`config.mk`:
```
export PLATFORM = sky130hd
export DESIGN_NAME = bus_wake_detector
export DESIGN_NICKNAME = d
export VERILOG_FILES = /design/src/rtl/wkp_pkg.sv /design/src/rtl/wkp_rst_sync.sv /design/src/rtl/wkp_matcher.sv /design/src/rtl/wkp_flag.sv /design/src/rtl/wkp_pin_req.sv /design/src/rtl/bus_wake_detector.sv
export SDC_FILE = /design/constraint.sdc
export NUM_CORES = 1
export LEC_CHECK = 0
export BUFFER_PORTS_ARGS = -buffer_cell sky130_fd_sc_hd__buf_4
export CORE_AREA = 2 2 57 59
export CTS_CLUSTER_SIZE = 40
export DETAILED_ROUTE_END_ITERATION = 12
export DIE_AREA = 0 0 59 61
export PLACE_DENSITY_LB_ADDON = 0.05
export SLEW_MARGIN = 15
export SYNTH_ARGS = -nofsm -noshare
export SYNTH_HDL_FRONTEND = slang
export SYNTH_HIERARCHICAL = 1
export SYNTH_SLANG_ARGS = --single-unit
```
`constraint.sdc`:
```
create_clock -name clk -period 1.39 [get_ports clk]
set_input_delay 0.139 -clock clk [delete_from_list [all_inputs] [get_ports clk]]
set_output_delay 0.139 -clock clk [all_outputs]
set_load 0.02 [all_outputs]
```
`src/rtl/wkp_pkg.sv`:
```
package wkp_pkg;

  // Expected byte at pattern index idx: reps blocks of (run_len high,
  // run_len low), then a tail of high bytes.
  function automatic logic [7:0] wkp_expected(input int unsigned idx,
                                              input int unsigned run_len,
                                              input int unsigned reps,
                                              input logic [7:0]  hi,
                                              input logic [7:0]  lo);
    if (idx >= 2 * run_len * reps) return hi;
    return ((idx % (2 * run_len)) < run_len) ? hi : lo;
  endfunction

endpackage

```
`src/rtl/wkp_rst_sync.sv`:
```
module wkp_rst_sync #(
  parameter int unsigned STAGES = 2
) (
  input  logic clk,
  input  logic rst_n,
  output logic rst_n_sync
);
  logic [STAGES-1:0] sync_q;

  always_ff @(posedge clk or negedge rst_n) begin
    if (!rst_n) sync_q <= '0;
    else        sync_q <= {sync_q[STAGES-2:0], 1'b1};
  end

  assign rst_n_sync = sync_q[STAGES-1];
endmodule

```
`src/rtl/wkp_matcher.sv`:
```
module wkp_matcher
  import wkp_pkg::*;
#(
  parameter int unsigned RUN_LEN  = 5,
  parameter int unsigned REPEATS  = 3,
  parameter int unsigned TAIL_LEN = 6,
  parameter logic [7:0]  HI_BYTE  = 8'hFF,
  parameter logic [7:0]  LO_BYTE  = 8'h00
) (
  input  logic       clk,
  input  logic       rst_n,
  input  logic       byte_vld,
  input  logic [7:0] byte_dat,
  input  logic       frame_sof,
  output logic       pat_hit
);
  localparam int unsigned PAT_LEN = 2 * RUN_LEN * REPEATS + TAIL_LEN;
  localparam int unsigned POS_W   = $clog2(PAT_LEN + 1);
  localparam logic [POS_W-1:0] LAST_POS = POS_W'(PAT_LEN - 1);

  logic [POS_W-1:0] pos_q, pos_d, eff_pos;
  logic [7:0]       exp_b;
  logic             pos_en;

  always_comb begin
    eff_pos = frame_sof ? '0 : pos_q;
    exp_b   = wkp_expected(32'(eff_pos), RUN_LEN, REPEATS, HI_BYTE, LO_BYTE);
    pat_hit = 1'b0;
    pos_d   = pos_q;
    pos_en  = byte_vld | frame_sof;
    if (byte_vld) begin
      if (byte_dat == exp_b) begin
        if (eff_pos == LAST_POS) begin
          pat_hit = 1'b1;
          pos_d   = '0;
        end else begin
          pos_d = eff_pos + POS_W'(1);
        end
      end else begin
        pos_d = (byte_dat == HI_BYTE) ? POS_W'(1) : '0;
      end
    end else if (frame_sof) begin
      pos_d = '0;
    end
  end

  always_ff @(posedge clk or negedge rst_n) begin
    if (!rst_n)      pos_q <= '0;
    else if (pos_en) pos_q <= pos_d;
  end


  pos_range_chk: assert property (@(posedge clk) disable iff (!rst_n)
    pos_q <= LAST_POS);

  restart_chk: assert property (@(posedge clk) disable iff (!rst_n)
    (byte_vld && !frame_sof && byte_dat != HI_BYTE && byte_dat != LO_BYTE)
      |=> (pos_q == '0));

  sof_chk: assert property (@(posedge clk) disable iff (!rst_n)
    (frame_sof && !byte_vld) |=> (pos_q == '0));

  idle_hold_chk: assert property (@(posedge clk) disable iff (!rst_n)
    (!byte_vld && !frame_sof) |=> $stable(pos_q));
endmodule

```
`src/rtl/wkp_flag.sv`:
```
module wkp_flag (
  input  logic clk,
  input  logic rst_n,
  input  logic pat_hit,
  input  logic in_standby,
  input  logic supply_uv,
  input  logic go_normal,
  output logic wake_flag
);
  logic flag_q, flag_d, flag_en, set_ok;

  always_comb begin
    set_ok  = pat_hit & in_standby & ~supply_uv;
    flag_en = go_normal | set_ok;
    flag_d  = go_normal ? 1'b0 : 1'b1;
  end

  always_ff @(posedge clk or negedge rst_n) begin
    if (!rst_n)       flag_q <= 1'b0;
    else if (flag_en) flag_q <= flag_d;
  end

  assign wake_flag = flag_q;


  no_set_outside_stby_chk: assert property (@(posedge clk) disable iff (!rst_n)
    (!in_standby && !flag_q) |=> !flag_q);

  no_set_uv_chk: assert property (@(posedge clk) disable iff (!rst_n)
    (supply_uv && !flag_q) |=> !flag_q);

  clear_chk: assert property (@(posedge clk) disable iff (!rst_n)
    go_normal |=> !flag_q);

  hold_chk: assert property (@(posedge clk) disable iff (!rst_n)
    (flag_q && !go_normal) |=> flag_q);
endmodule

```
`src/rtl/wkp_pin_req.sv`:
```
module wkp_pin_req (
  input  logic wake_flag,
  input  logic stby_ctl_n,
  output logic rxd_low_req,
  output logic err_low_req
);
  logic drive_low;

  always_comb begin
    drive_low   = wake_flag & ~stby_ctl_n;
    rxd_low_req = drive_low;
    err_low_req = drive_low;
  end
endmodule

```
`src/rtl/bus_wake_detector.sv`:
```
module bus_wake_detector #(
  parameter int unsigned RUN_LEN    = 5,
  parameter int unsigned REPEATS    = 3,
  parameter int unsigned TAIL_LEN   = 6,
  parameter logic [7:0]  HI_BYTE    = 8'hFF,
  parameter logic [7:0]  LO_BYTE    = 8'h00,
  parameter int unsigned SYNC_STAGE = 2
) (
  input  logic       clk,
  input  logic       rst_n,
  input  logic       byte_vld,
  input  logic [7:0] byte_dat,
  input  logic       frame_sof,
  input  logic       in_standby,
  input  logic       supply_uv,
  input  logic       stby_ctl_n,
  input  logic       go_normal,
  output logic       wake_flag,
  output logic       rxd_low_req,
  output logic       err_low_req
);
  logic rst_n_s;
  logic pat_hit;

  wkp_rst_sync #(.STAGES(SYNC_STAGE)) u_rst (
    .clk(clk), .rst_n(rst_n), .rst_n_sync(rst_n_s)
  );

  wkp_matcher #(
    .RUN_LEN(RUN_LEN), .REPEATS(REPEATS), .TAIL_LEN(TAIL_LEN),
    .HI_BYTE(HI_BYTE), .LO_BYTE(LO_BYTE)
  ) u_match (
    .clk(clk), .rst_n(rst_n_s), .byte_vld(byte_vld), .byte_dat(byte_dat),
    .frame_sof(frame_sof), .pat_hit(pat_hit)
  );

  wkp_flag u_flag (
    .clk(clk), .rst_n(rst_n_s), .pat_hit(pat_hit), .in_standby(in_standby),
    .supply_uv(supply_uv), .go_normal(go_normal), .wake_flag(wake_flag)
  );

  wkp_pin_req u_req (
    .wake_flag(wake_flag), .stby_ctl_n(stby_ctl_n),
    .rxd_low_req(rxd_low_req), .err_low_req(err_low_req)
  );


  req_idle_chk: assert property (@(posedge clk) disable iff (!rst_n_s)
    !wake_flag |-> (!rxd_low_req && !err_low_req));

  req_ctl_chk: assert property (@(posedge clk) disable iff (!rst_n_s)
    stby_ctl_n |-> (!rxd_low_req && !err_low_req));
endmodule

```
; Word-level counts from Yosys, hierarchy flattened
; Index checks and enable logic that the tools add are counted.
[op_classes]
bitwise = 7
add_sub_neg = 1
eq_ne = 3
div = 1
muxes = 13
order_cmp = 2
[op_table]
columns = cell, n
row1 = $lt A32 B3 Y1 const B, 1
row2 = $mod A6 B4 Y32 const B, 1
row3 = $mux W6, 4
row4 = $mux W8, 3
row5 = $eq A8 B8 Y1, 1
row6 = $eq A8 B8 Y1 const B, 1
row7 = $add A6 B1 Y6 const B, 1
row8 = $eq A6 B6 Y1 const B, 1
row9 = $ge A6 B5 Y1 const B, 1
row10 = $mux W1, 6
row11 = $and A1 B1 Y1, 3
row12 = $not A1 Y1, 2
row13 = $or A1 B1 Y1, 2
[totals]
regBits = 9
wordCells = 30

; Logic depth before layout (Yosys ltp)
; Gate-level depths: netlist of the first run.
[logic_depth]
depth_word = 11
depth_mapped = 21
ltp_nobuf = 18

; Hierarchy
; Netlist of the first run, hierarchy kept.
[modules_own_cells]
columns = mod, cells_each, area_per_inst_um2, instances
row1 = wkp_matcher, 152, 1161.1, 1
row2 = wkp_rst_sync, 3, 53.8, 1
row3 = wkp_flag, 4, 41.3, 1
row4 = wkp_pin_req, 2, 21.3, 1

; Worst setup path after synthesis of the first run
; Ideal clock, no wire load.
[synth_path]
path_kind = register -> register
start = register u_match.pos_q[3]
end = register u_match.pos_q[0]
arrival_ps = 3725
setup_slack_ps = -2416
path_buffers = 3
path_stages_with_launch = 20
setup_ps = 80
path_cell_list = dfrtp_1 -> buf_6 -> buf_4 -> nor2_1 -> nor2_1 -> ha_1 -> nor2b_1 -> a21oi_4 -> or3_1 -> nand2_1 -> ha_1 -> nand2b_1 -> o32a_1 -> mux2_2 -> or3b_1 -> a311oi_2 -> o21ba_2 -> buf_6 -> or4_4 -> o211ai_2
[synth_via]
elab_chain_len = 8
elab_cells_between_ends = 12
cone_classes = div (1) / order compare (2) / eq/ne (2) / mux (7)
[synth_lines]
columns = element, line_no
row1 = start: declaration, wkp_matcher.sv:21  ; logic [POS_W-1:0] pos_q, pos_d, eff_pos;
row2 = start signal: assignment, wkp_matcher.sv:49  ; else if (pos_en) pos_q <= pos_d;
row3 = $mux W6 *, -
row4 = $mod A6 B4 Y32, wkp_pkg.sv:11  ; return ((idx % (2 * run_len)) < run_len) ? hi : lo;
row5 = $lt A32 B3 Y1, wkp_pkg.sv:11
row6 = $mux W8 (2 in a row), wkp_pkg.sv:11
row7 = $eq A8 B8 Y1, wkp_matcher.sv:32  ; if (byte_dat == exp_b) begin
row8 = $mux W6 *, wkp_matcher.sv:32
row9 = $mux W6 *, wkp_matcher.sv:31  ; if (byte_vld) begin
; Every way passes the cells marked *; elsewhere a longest branch is shown, timed or not.
; A chain may end at the register's enable or synchronous reset.

; Final worst setup path of the first run
; Same ends and word-level chain as after synthesis.

==> results.yml, run 1 <==
run_status:
  status: "finished with violations"
  failed_checks: "negative setup slack"
floorplan:
  floorplan.die.height_um: 61
  core_region_area_um2: 2950
  die-width_um: 59
  site_row_count: 20
  initial_core_util: 0.433
  io-pin-count: 19
  die_area_um2: 3600
cts:
  path_clk_slew_ns: 0.06
  ctsRootBufferMaster: "sky130_fd_sc_hd__clkbuf_4"
  max-clock-path-buffers: 2
  tritoncts.num_buffers: 3
  clock_tree_from_tritoncts: "yes"
  insertion_delay_ns: 0.27
  clock-sinks: 9
  max_h_tree_level: 1
synth:
  post_synthesis_compound_gate_area_fraction: 0.311
  synth_seq_cells: 9
  yosys.cell_types.count: 60
  most_frequently_used_cell_type_in_the_post_synthesis_netlist: "sky130_fd_sc_hd__nor2_1"
  syn-cell-area_um2: 1280
  synthCells: 161
  most_frequent_cells_after_synthesis: "sky130_fd_sc_hd__nor2_1 (14), sky130_fd_sc_hd__nand2b_1 (10), sky130_fd_sc_hd__dfrtp_1 (9), sky130_fd_sc_hd__inv_1 (9), sky130_fd_sc_hd__nand2_1 (8)"
  register_area_share_after_synthesis: 0.176
  synth_edf_count: 0
  synth_flop_cell: "sky130_fd_sc_hd__dfrtp_1"
  post_synth.cell_area_avg_um2: 7.93
  post_synth_top_area_share: 0.176
  yosys_warnings: 6
  yosys.area_share.simple: 0.325
  async_flop_share: 1.00
  synth_mux_area_frac: 0.0167
  synth_xor_area_frac: 0.0137
  netlist.top_cell.by_area: "sky130_fd_sc_hd__dfrtp_1"
  dominant_combinational_cell_family_by_area_after_synthesis: "simple AND/OR/NAND/NOR gates"
  synthTopCellsByArea: "sky130_fd_sc_hd__dfrtp_1 (18%), sky130_fd_sc_hd__ha_1 (5.9%), sky130_fd_sc_hd__nand2b_1 (4.9%)"
  number_of_nets_produced_by_synthesis: 183
  yosys.area_share.adder: 0.0588
pwr:
  intPower_mw: 0.415
  sw_frac_of_total: 0.241
  power.leakage_nw: 0.874
  finalPower_mw: 0.547
  sequentialPowerShare: 0.493
  comb_power_share: 0.122
  powerDensity_nw_per_um2: 286
  vdd_ir_drop_max_mv: 0.419
  power.net_switching_mw: 0.132
  clock_power_share: 0.385
sta:
  final_report_setup_violation_count: 7
  final.setup_skew_ns: 0.00296
  hold_violations: 0
  rsz_0062_raised_after_global_routing: "yes"
  fin_crit_ns: 3.32
  highest_attainable_clock_frequency_mhz: 301
  final-max-slew-violation-count: 0
  post-route-period-util: 2.39
  postLayoutSetupSlackWorst_ns: -1.93
placed_design:
  buffers_on_ports: 18
  detailed_place_hpwl_um: 3020
  postPlaceCellArea_um2: 1710
  gp_congestion: 0.859
  cell_count_post_placement: 244
finish:
  instances_no_fill: 253
  layout_cells_sized_above_1: 0.468
  antenna_cells_inserted: 0
  finalInstanceArea_um2: 1910
  syn2layout_area_growth_pct: 49.7
  utilization: 0.647
  final_net_count: 243
hold_path:
  holdCritPathClass: "input pin to register"
worst_setup_path:
  critical_path_arrival_ns: 3.51
  required_ns: 1.58
  path_delay_family: "simple AND/OR/NAND/NOR gates"
  crit_path_start_kind: "register"
  slowest_delay_ns: 0.51
  rrSetupSlack_ns: -1.93
  timing.setup.critical_path_class: "register to register"
  cp_num_buf_inv: 0
  setup.worst_path.end_class: "register"
  critical_path_peak_fanout: 3
  critical_path.cell_chain: "nor2_4 -> nor2_4 -> ha_4 -> nor2b_4 -> a21oi_4 -> or3_4 -> nand2_4 -> ha_4 -> nand2b_4 -> o32a_1 -> mux2_4 -> or3b_1 -> a311oi_2 -> o21ba_4 -> or4_4 -> o211ai_2"
  cpMaxStageDelayCell: "sky130_fd_sc_hd__or4_4"
global_route:
  gr-usage-met2: 0.448
  first_global_vias: 1496
  global_route.peak_usage_layer: "met2"
  antenna_violations_before_repair: 0
  grt_usage: 0.240
  grt_max_degree: 18
  grt.met3_usage: 0.0299
  globalRouteOverflowTotal: 0
  globalRouteMet1Util: 0.278
  grt_pass1_wl_um: 6520
detailed_routing:
  drt_first_iter_violations: 99
  drcViolationCount: 0
  num_vias: 1489
  drt-total-wl_um: 3980
  first_drt_pass_iteration_count: 4
  vias_per_inst: 5.89
  postRouteAntennaNets: 0
  wire_per_inst_um: 15.7
job:
  maxCapViolations: 0
placed cells by master (no fill, tap or decap), types with 4 or more instances in the layout:
cell,synthesis,final
sky130_fd_sc_hd__nand2_1,8,7
sky130_fd_sc_hd__nor2_1,14,11
sky130_fd_sc_hd__o2111ai_1,5,5
sky130_fd_sc_hd__dfrtp_1,9,9
sky130_fd_sc_hd__buf_4,3,65
sky130_fd_sc_hd__o21ai_1,1,6
sky130_fd_sc_hd__nor4_1,5,5
sky130_fd_sc_hd__inv_1,9,9
sky130_fd_sc_hd__o211ai_1,4,4
sky130_fd_sc_hd__nand3b_1,4,4
sky130_fd_sc_hd__nor3_1,4,4
sky130_fd_sc_hd__nand2b_1,10,9
final timing paths:
path / startpoint / to / cells past startpoint
min: go_normal / u_flag/wake_flag / 2
max: u_match/pos_q[3] / u_match/pos_q[0] / 16
max reg2reg: u_match/pos_q[3] / u_match/pos_q[0] / 16
max in group asynchronous: u_rst/sync_q[1] / u_match/pos_q[5] / 0
min reg2reg: u_rst/sync_q[1] / u_flag/wake_flag / 0
min in group asynchronous: u_rst/sync_q[1] / u_flag/wake_flag / 0
cell families after synthesis:
group	after synthesis
flip-flops	9
buffers and inverters	22
AO/OA/AOI/OAI	49
AND/OR/NAND/NOR	70
adder cells (fa/ha/maj)	6
multiplexers	2
other	1
XOR/XNOR	2
final cells by class:
cell class / count / area, um^2
multi-input cells: 130 / 1060
fillers: 257 / 1040
repair buffers: 68 / 520
flip-flops and latches: 9 / 225
well taps: 33 / 41.3
inverters: 9 / 33.8
clock buffers: 4 / 26.3
per-stage QoR:
step                      TNS [ns]  hold WS (ns)  setup slack, ns
after CTS                   -13.34       0.00827            -1.98
after detailed placement    -13.76       -0.0750            -2.04
after floorplan             -14.59        -0.157            -2.28
after global placement      -13.50       -0.0775            -2.00
after global routing        -13.90       0.00650            -2.09
final                       -12.68        0.0115            -1.93
repair_timing:
item | CTS | global route
endpoints found under the setup margin | 7 | 7
gates cloned | 0 | 0
hold buffers | 1 | 0
setup buffers | 2 | 2
gates resized for setup | 10 | 21
pin swaps | 8 | 15
hold endpoints to repair | 2 | 0
metal layers:
layer	vias to the layer above	part of all wire	wire (um)
met4	0	0.016	65
met1	715	0.43	1720
met3	7	0.031	124
met5	-	0	0
li1	724	-	-
met2	43	0.52	2060
power by group through the flow:
stage	combinational, mW	sequential [mW]	clock (mW)
after global routing	0.0727	0.270	0.231
after detailed placement	0.0614	0.275	0
after global placement	0.0598	0.274	0
after floorplan	0.0206	0.273	0
after CTS	0.0645	0.270	0.216
final	0.0668	0.269	0.210
registers in the layout, indices dropped and copies added, names as in the netlist:
register	flops
u_flag/wake_flag	1
u_match/pos_q	6
u_rst/sync_q	2
Note: power is estimated with default switching activity, not from simulation.
==> run 2, diff against run 1 <==
--- a/config.mk
+++ b/config.mk
@@ -5,11 +5,11 @@
 export SDC_FILE = /design/constraint.sdc
 export NUM_CORES = 1
 export LEC_CHECK = 0
-export BUFFER_PORTS_ARGS = -buffer_cell sky130_fd_sc_hd__buf_4
 export CORE_AREA = 2 2 57 59
 export CTS_CLUSTER_SIZE = 40
 export DETAILED_ROUTE_END_ITERATION = 12
 export DIE_AREA = 0 0 59 61
+export DONT_BUFFER_PORTS = 1
 export PLACE_DENSITY_LB_ADDON = 0.05
 export SLEW_MARGIN = 15
 export SYNTH_ARGS = -nofsm -noshare
==> run 2 against run 1 <==
  * The run ends with negative hold slack, negative setup slack left
  * Highest routed layer unchanged
  * Sequential cell count unchanged
  * Utilization is 5.7 points lower
  * Clock-buffer cell count unchanged
==> results.yml, run 2 (same netlist as run 1, synthesis figures left out) <==
run_status:
  status: "finished with violations"
  failed_checks: "negative hold slack, negative setup slack"
sta:
  max_slew_margin: 0.657
  final_report_setup_violation_count: 7
  worst_hold_slack_ns: -0.0511
  worst_slew_pin_slew_ns: 0.511
  tns_ns: -13.39
  fin_crit_ns: 3.39
  final.setup_skew_ns: 0.00917
  highest_attainable_clock_frequency_mhz: 295
  hold_violations: 6
  final-max-slew-violation-count: 0
  rsz_0062_raised_after_global_routing: "yes"
  post-route-period-util: 2.44
  postLayoutSetupSlackWorst_ns: -2.00
cts:
  clock-sinks: 9
  max-clock-path-buffers: 2
  tritoncts.num_buffers: 3
  insertion_delay_ns: 0.27
  ctsRootBufferMaster: "sky130_fd_sc_hd__clkbuf_4"
  path_clk_slew_ns: 0.07
  cts_hold_repair.buffers: 2
  clock_tree_from_tritoncts: "yes"
  max_h_tree_level: 1
floorplan:
  floorplan.die.height_um: 61
  io-pin-count: 19
  die-width_um: 59
  core_region_area_um2: 2950
  initial_core_util: 0.433
  site_row_count: 20
  die_area_um2: 3600
worst_setup_path:
  timing.setup.critical_path_class: "register to register"
  rr_startpoint: "u_match/pos_q[3]"
  required_ns: 1.58
  rrSetupSlack_ns: -2.00
  ff_to_ff_end: "u_match/pos_q[0]"
  timing.reg2reg.worst_path_depth: 16
  critical_path_arrival_ns: 3.58
  critical_path_peak_fanout: 3
  setup.worst_path.end_class: "register"
  crit_path_start_kind: "register"
finish:
  antenna_cells_inserted: 0
  final_net_count: 223
  mostFrequentLayoutCells: "sky130_fd_sc_hd__buf_4 (46), sky130_fd_sc_hd__nor2_1 (12), sky130_fd_sc_hd__inv_1 (9), sky130_fd_sc_hd__dfrtp_1 (9), sky130_fd_sc_hd__nand2b_1 (9)"
  instances_no_fill: 233
  largest_register_ff_count: 6
  layout_cells_sized_above_1: 0.400
  mostFrequentLayoutCell: "sky130_fd_sc_hd__buf_4"
  utilization: 0.590
  top_register: "u_match/pos_q"
  syn2layout_area_growth_pct: 36.4
detailed_routing:
  postRouteAntennaNets: 0
  vias_per_inst: 5.93
  drt_first_iter_violations: 80
  detail_route.wirelength.met1_um: 1700
  drcViolationCount: 0
  wire_per_inst_um: 15.6
  first_drt_pass_iteration_count: 4
  num_vias: 1381
  met3_length_um: 86
  met2WireLength_um: 1830
  top_layer: "met4"
  drt-total-wl_um: 3630
global_route:
  grt_pass1_wl_um: 6140
  grt_usage: 0.224
  grt_max_degree: 20
  globalRouteOverflowTotal: 0
  first_global_vias: 1270
  antenna_violations_before_repair: 0
pwr:
  powerDensity_nw_per_um2: 285
  power.leakage_nw: 0.781
  vdd_ir_drop_max_mv: 0.313
placed_design:
  cell_count_post_placement: 224
  buffers_on_ports: 0
  gp_congestion: 0.824
  detailed_place_hpwl_um: 2810
hold_path:
  min-delay-start: "byte_vld"
  holdCritPathClass: "input pin to register"
  worst_hold_path.endpoint: "u_match/pos_q[4]"
  timing.hold.worst_path_depth: 1
job:
  maxCapViolations: 0
run 2: changes by cell type in the layout (fill, tap and decap cells not counted), sizes merged:
cell | previous run | this run
dlygate4sd3 | 1 | 2
buf | 67 | 46
run 2: area by class of cell:
| type | instances | area [um^2] |
|---|---|---|
| clock buffers | 4 | 26.3 |
| fillers | 280 | 1210 |
| inverters | 9 | 33.8 |
| multi-input cells | 130 | 1050 |
| flip-flops and latches | 9 | 225 |
| well taps | 33 | 41.3 |
| repair buffers | 48 | 365 |
run 2: power breakdown:
group / internal, mW / switching (mW)
Sequential: 0.265 / 0.00464
Combinational: 0.0122 / 0.00481
Clock: 0.111 / 0.0992
Total: 0.388 / 0.109
run 2: repair_timing:
| action | in CTS | in global routing |
|---|---|---|
| buffers inserted | 0 | 3 |
| endpoints found under the hold margin | 9 | 6 |
| gates cloned | 0 | 0 |
| pin swaps | 3 | 10 |
| gates resized for setup | 6 | 20 |
| endpoints found under the setup margin | 7 | 7 |
run 2: how the worst max path moves through the flow:
stage / from / end / slack (ns) / depth (start not counted)
2_1_floorplan: u_match/pos_q[3] / u_match/pos_q[0] / -2.28 / 19
3_3_place_gp: u_match/pos_q[4] / u_flag/wake_flag / -2.03 / 18
3_5_place_dp: u_match/pos_q[4] / u_flag/wake_flag / -2.06 / 18
4_1_cts: u_match/pos_q[4] / u_match/pos_q[0] / -1.99 / 16
5_1_grt: u_match/pos_q[3] / u_flag/wake_flag / -2.13 / 18
6_report: u_match/pos_q[3] / u_match/pos_q[0] / -2.00 / 16
run 2: routing by layer:
layer  vias to the layer above  track usage
met3                         2       0.0277
met5                         -            0
met4                         0       0.0390
met2                        23        0.360
met1                       672        0.326
li1                        684            -
run 2: per-stage QoR:
| step | hold slack [ns] | setup slack [ns] | area (um^2) | total power, mW |
|---|---|---|---|---|
| 2_1_floorplan | -0.157 | -2.28 | 1290 | 0.294 |
| 3_3_place_gp | -0.157 | -2.03 | 1560 | 0.284 |
| 3_5_place_dp | -0.157 | -2.06 | 1560 | 0.285 |
| 4_1_cts | -0.0549 | -1.99 | 1620 | 0.505 |
| 5_1_grt | -0.0546 | -2.13 | 1740 | 0.530 |
| 6_report | -0.0511 | -2.00 | 1740 | 0.497 |
run 2: worst max-delay path, cell delays in order (launching register included):
cell	delay [ns]
sky130_fd_sc_hd__dfrtp_1	0.41
sky130_fd_sc_hd__nor2_4	0.13
sky130_fd_sc_hd__nor2_2	0.05
sky130_fd_sc_hd__ha_1	0.33
sky130_fd_sc_hd__nor2b_4	0.15
sky130_fd_sc_hd__a21oi_4	0.08
sky130_fd_sc_hd__or3_4	0.35
sky130_fd_sc_hd__nand2_4	0.09
sky130_fd_sc_hd__ha_4	0.13
sky130_fd_sc_hd__nand2b_4	0.05
sky130_fd_sc_hd__o32a_1	0.16
sky130_fd_sc_hd__mux2_4	0.26
sky130_fd_sc_hd__or3b_4	0.24
sky130_fd_sc_hd__a311oi_4	0.10
sky130_fd_sc_hd__o21ba_4	0.23
sky130_fd_sc_hd__or4_4	0.48
sky130_fd_sc_hd__o211ai_2	0.07
==> run 3, diff against run 2 <==
--- a/config.mk
+++ b/config.mk
@@ -5,13 +5,13 @@
 export SDC_FILE = /design/constraint.sdc
 export NUM_CORES = 1
 export LEC_CHECK = 0
-export CORE_AREA = 2 2 57 59
+export CORE_AREA = 2 2 72 47
 export CTS_CLUSTER_SIZE = 40
 export DETAILED_ROUTE_END_ITERATION = 12
-export DIE_AREA = 0 0 59 61
+export DIE_AREA = 0 0 74 49
 export DONT_BUFFER_PORTS = 1
 export PLACE_DENSITY_LB_ADDON = 0.05
-export SLEW_MARGIN = 15
+export SLEW_MARGIN = 10
 export SYNTH_ARGS = -nofsm -noshare
 export SYNTH_HDL_FRONTEND = slang
 export SYNTH_HIERARCHICAL = 1
==> run 3 against run 2 <==
  * The run ends with negative setup slack left
  * Total power grew 21%
  * Global-route usage increased by 1.7 points
  * Maximum frequency up 2.3%
  * Wire length up 11%
  * Clock-buffer cell count unchanged
  * Via count is 4.1% higher
  * Sequential share of layout area shrank 0.76 points
  * First-iteration DRC count grew 7.5%
  * Clock skew decreased by 0.0051 ns
  * Worst hold slack better by 0.059 ns
==> results.yml, run 3 (same netlist as run 1, synthesis figures left out) <==
pwr:
  powerDensity_nw_per_um2: 325
  intPower_mw: 0.481
  clock_power_share: 0.513
  sequentialPowerShare: 0.450
  power.leakage_nw: 0.833
  sw_frac_of_total: 0.200
  power.net_switching_mw: 0.120
  comb_power_share: 0.037
  finalPower_mw: 0.601
  vdd_ir_drop_max_mv: 0.567
run_status:
  status: "finished with violations"
  failed_checks: "negative setup slack"
cts:
  ctsRootBufferMaster: "sky130_fd_sc_hd__clkbuf_8"
  max-clock-path-buffers: 2
  path_clk_slew_ns: 0.05
  insertion_delay_ns: 0.24
  max_h_tree_level: 1
  clock-sinks: 9
  tritoncts.num_buffers: 3
  clock_tree_from_tritoncts: "yes"
placed_design:
  buffers_on_ports: 0
  detailed_place_hpwl_um: 2990
  gp_congestion: 0.971
  cell_count_post_placement: 240
  postPlaceCellArea_um2: 1610
floorplan:
  die_area_um2: 3630
  die-width_um: 74
  floorplan.die.height_um: 49
  initial_core_util: 0.423
  core_region_area_um2: 3020
  site_row_count: 16
  io-pin-count: 19
finish:
  multi_input_logic_area_um2: 1060
  final_net_count: 230
  seqCellArea_um2: 225
  mostFrequentLayoutCell: "sky130_fd_sc_hd__buf_4"
  mostFrequentLayoutCells: "sky130_fd_sc_hd__buf_4 (50), sky130_fd_sc_hd__nor2_1 (11), sky130_fd_sc_hd__dfrtp_1 (9), sky130_fd_sc_hd__nand2b_1 (9), sky130_fd_sc_hd__inv_1 (8)"
  syn2layout_area_growth_pct: 45.0
  top_register: "u_match/pos_q"
  n_fill_cell: 276
  antenna_cells_inserted: 0
  layout_cells_sized_above_1: 0.425
  instances_no_fill: 252
  largest_register_ff_count: 6
  finalInstanceArea_um2: 1850
detailed_routing:
  drt-total-wl_um: 4020
  num_vias: 1438
  drcViolationCount: 0
  first_drt_pass_iteration_count: 4
  postRouteAntennaNets: 0
  vias_per_inst: 5.71
  drt_first_iter_violations: 86
  wire_per_inst_um: 16.0
hold_path:
  worst_hold_path.endpoint: "u_match/pos_q[3]"
  min-delay-start: "byte_vld"
  timing.hold.worst_path_depth: 1
  holdCritPathClass: "input pin to register"
worst_setup_path:
  path_delay_family: "simple AND/OR/NAND/NOR gates"
  rr_startpoint: "u_match/pos_q[4]"
  critical_path.cell_chain: "nor2_4 -> nor2_4 -> ha_4 -> nor2b_4 -> a21oi_4 -> or3_4 -> nand2_4 -> ha_4 -> nand2b_4 -> o32a_1 -> mux2_4 -> or3b_1 -> a311oi_2 -> o21ba_2 -> or4_4 -> o211ai_2"
  cp_num_buf_inv: 0
  rrSetupSlack_ns: -1.93
  critical_path_peak_fanout: 3
  crit_path_start_kind: "register"
  required_ns: 1.55
  setup.worst_path.end_class: "register"
  timing.setup.critical_path_class: "register to register"
  critical_path_arrival_ns: 3.48
  critical_path_depth: 16
  timing.reg2reg.worst_path_depth: 16
  cpMaxStageDelayCell: "sky130_fd_sc_hd__or4_4"
  ff_to_ff_end: "u_match/pos_q[0]"
  slowest_delay_ns: 0.48
global_route:
  grt_usage: 0.241
  antenna_violations_before_repair: 0
  grt_max_degree: 20
  grt_pass1_wl_um: 6750
  globalRouteOverflowTotal: 0
  first_global_vias: 1416
sta:
  max_slew_margin: 0.656
  final-max-slew-violation-count: 0
  postLayoutSetupSlackWorst_ns: -1.93
  final.setup_skew_ns: 0.00406
  worst_slew_pin_slew_ns: 0.512
  rsz_0062_raised_after_global_routing: "yes"
  post-route-period-util: 2.39
  fin_crit_ns: 3.32
  hold_violations: 0
  highest_attainable_clock_frequency_mhz: 302
  final_report_setup_violation_count: 7
job:
  maxCapViolations: 0
==> run 3: changes by cell type in the layout (fill, tap and decap cells not counted), sizes merged <==
cell	previous run	this run
buf	46	52
dlygate4sd3	2	3
==> run 3: how the worst max path moves through the flow <==
stage | from | endpoint | slack, ns
2_1_floorplan | u_match/pos_q[3] | u_match/pos_q[0] | -2.28
5_1_grt | u_match/pos_q[4] | u_flag/wake_flag | -2.04
6_report | u_match/pos_q[4] | u_match/pos_q[0] | -1.93
4_1_cts | u_match/pos_q[3] | u_match/pos_q[0] | -2.03
3_5_place_dp | u_match/pos_q[4] | u_match/pos_q[0] | -2.10
3_3_place_gp | u_match/pos_q[4] | u_match/pos_q[0] | -2.02
==> run 3: metal layers <==
| metal | track usage | wire [um] |
|---|---|---|
| met1 | 0.381 | 2000 |
| met4 | 0.0333 | 2 |
| met2 | 0.342 | 1710 |
| met3 | 0.0434 | 310 |
| met5 | 0 | 0 |
==> run 3: timing repair <==
action,in CTS,in global routing
setup buffers,4,1
hold endpoints to repair,7,0
endpoints found under the setup margin,7,7
hold buffers,3,0
resized for setup,18,13
pin swaps,16,11
==> run 3: power groups by stage <==
stage          Sequential [mW]  Clock, mW  Combinational (mW)
2_1_floorplan            0.273          0              0.0206
3_3_place_gp             0.275          0              0.0103
3_5_place_dp             0.275          0              0.0104
4_1_cts                  0.271      0.318              0.0205
5_1_grt                  0.271      0.337              0.0240
6_report                 0.271      0.308              0.0220
==> run 3: stage by stage <==
stage          setup slack [ns]  TNS [ns]   util  hold slack, ns
3_5_place_dp              -2.10    -14.24  0.532          -0.157
6_report                  -1.93    -12.92  0.613         0.00836
4_1_cts                   -2.03    -13.53  0.588         0.00610
3_3_place_gp              -2.02    -13.59  0.532          -0.157
2_1_floorplan             -2.28    -14.59      -          -0.157
5_1_grt                   -2.04    -13.90  0.613         0.00509
==> run 3: cell type report <==
| type | count | area share |
|---|---|---|
| Clock buffer | 4 | 0.0243 |
| Inverter | 9 | 0.0182 |
| Multi-Input combinational cell | 130 | 0.574 |
| Sequential cell | 9 | 0.122 |
| Tap cell | 45 | 0.0304 |
| Timing Repair Buffer | 55 | 0.231 |
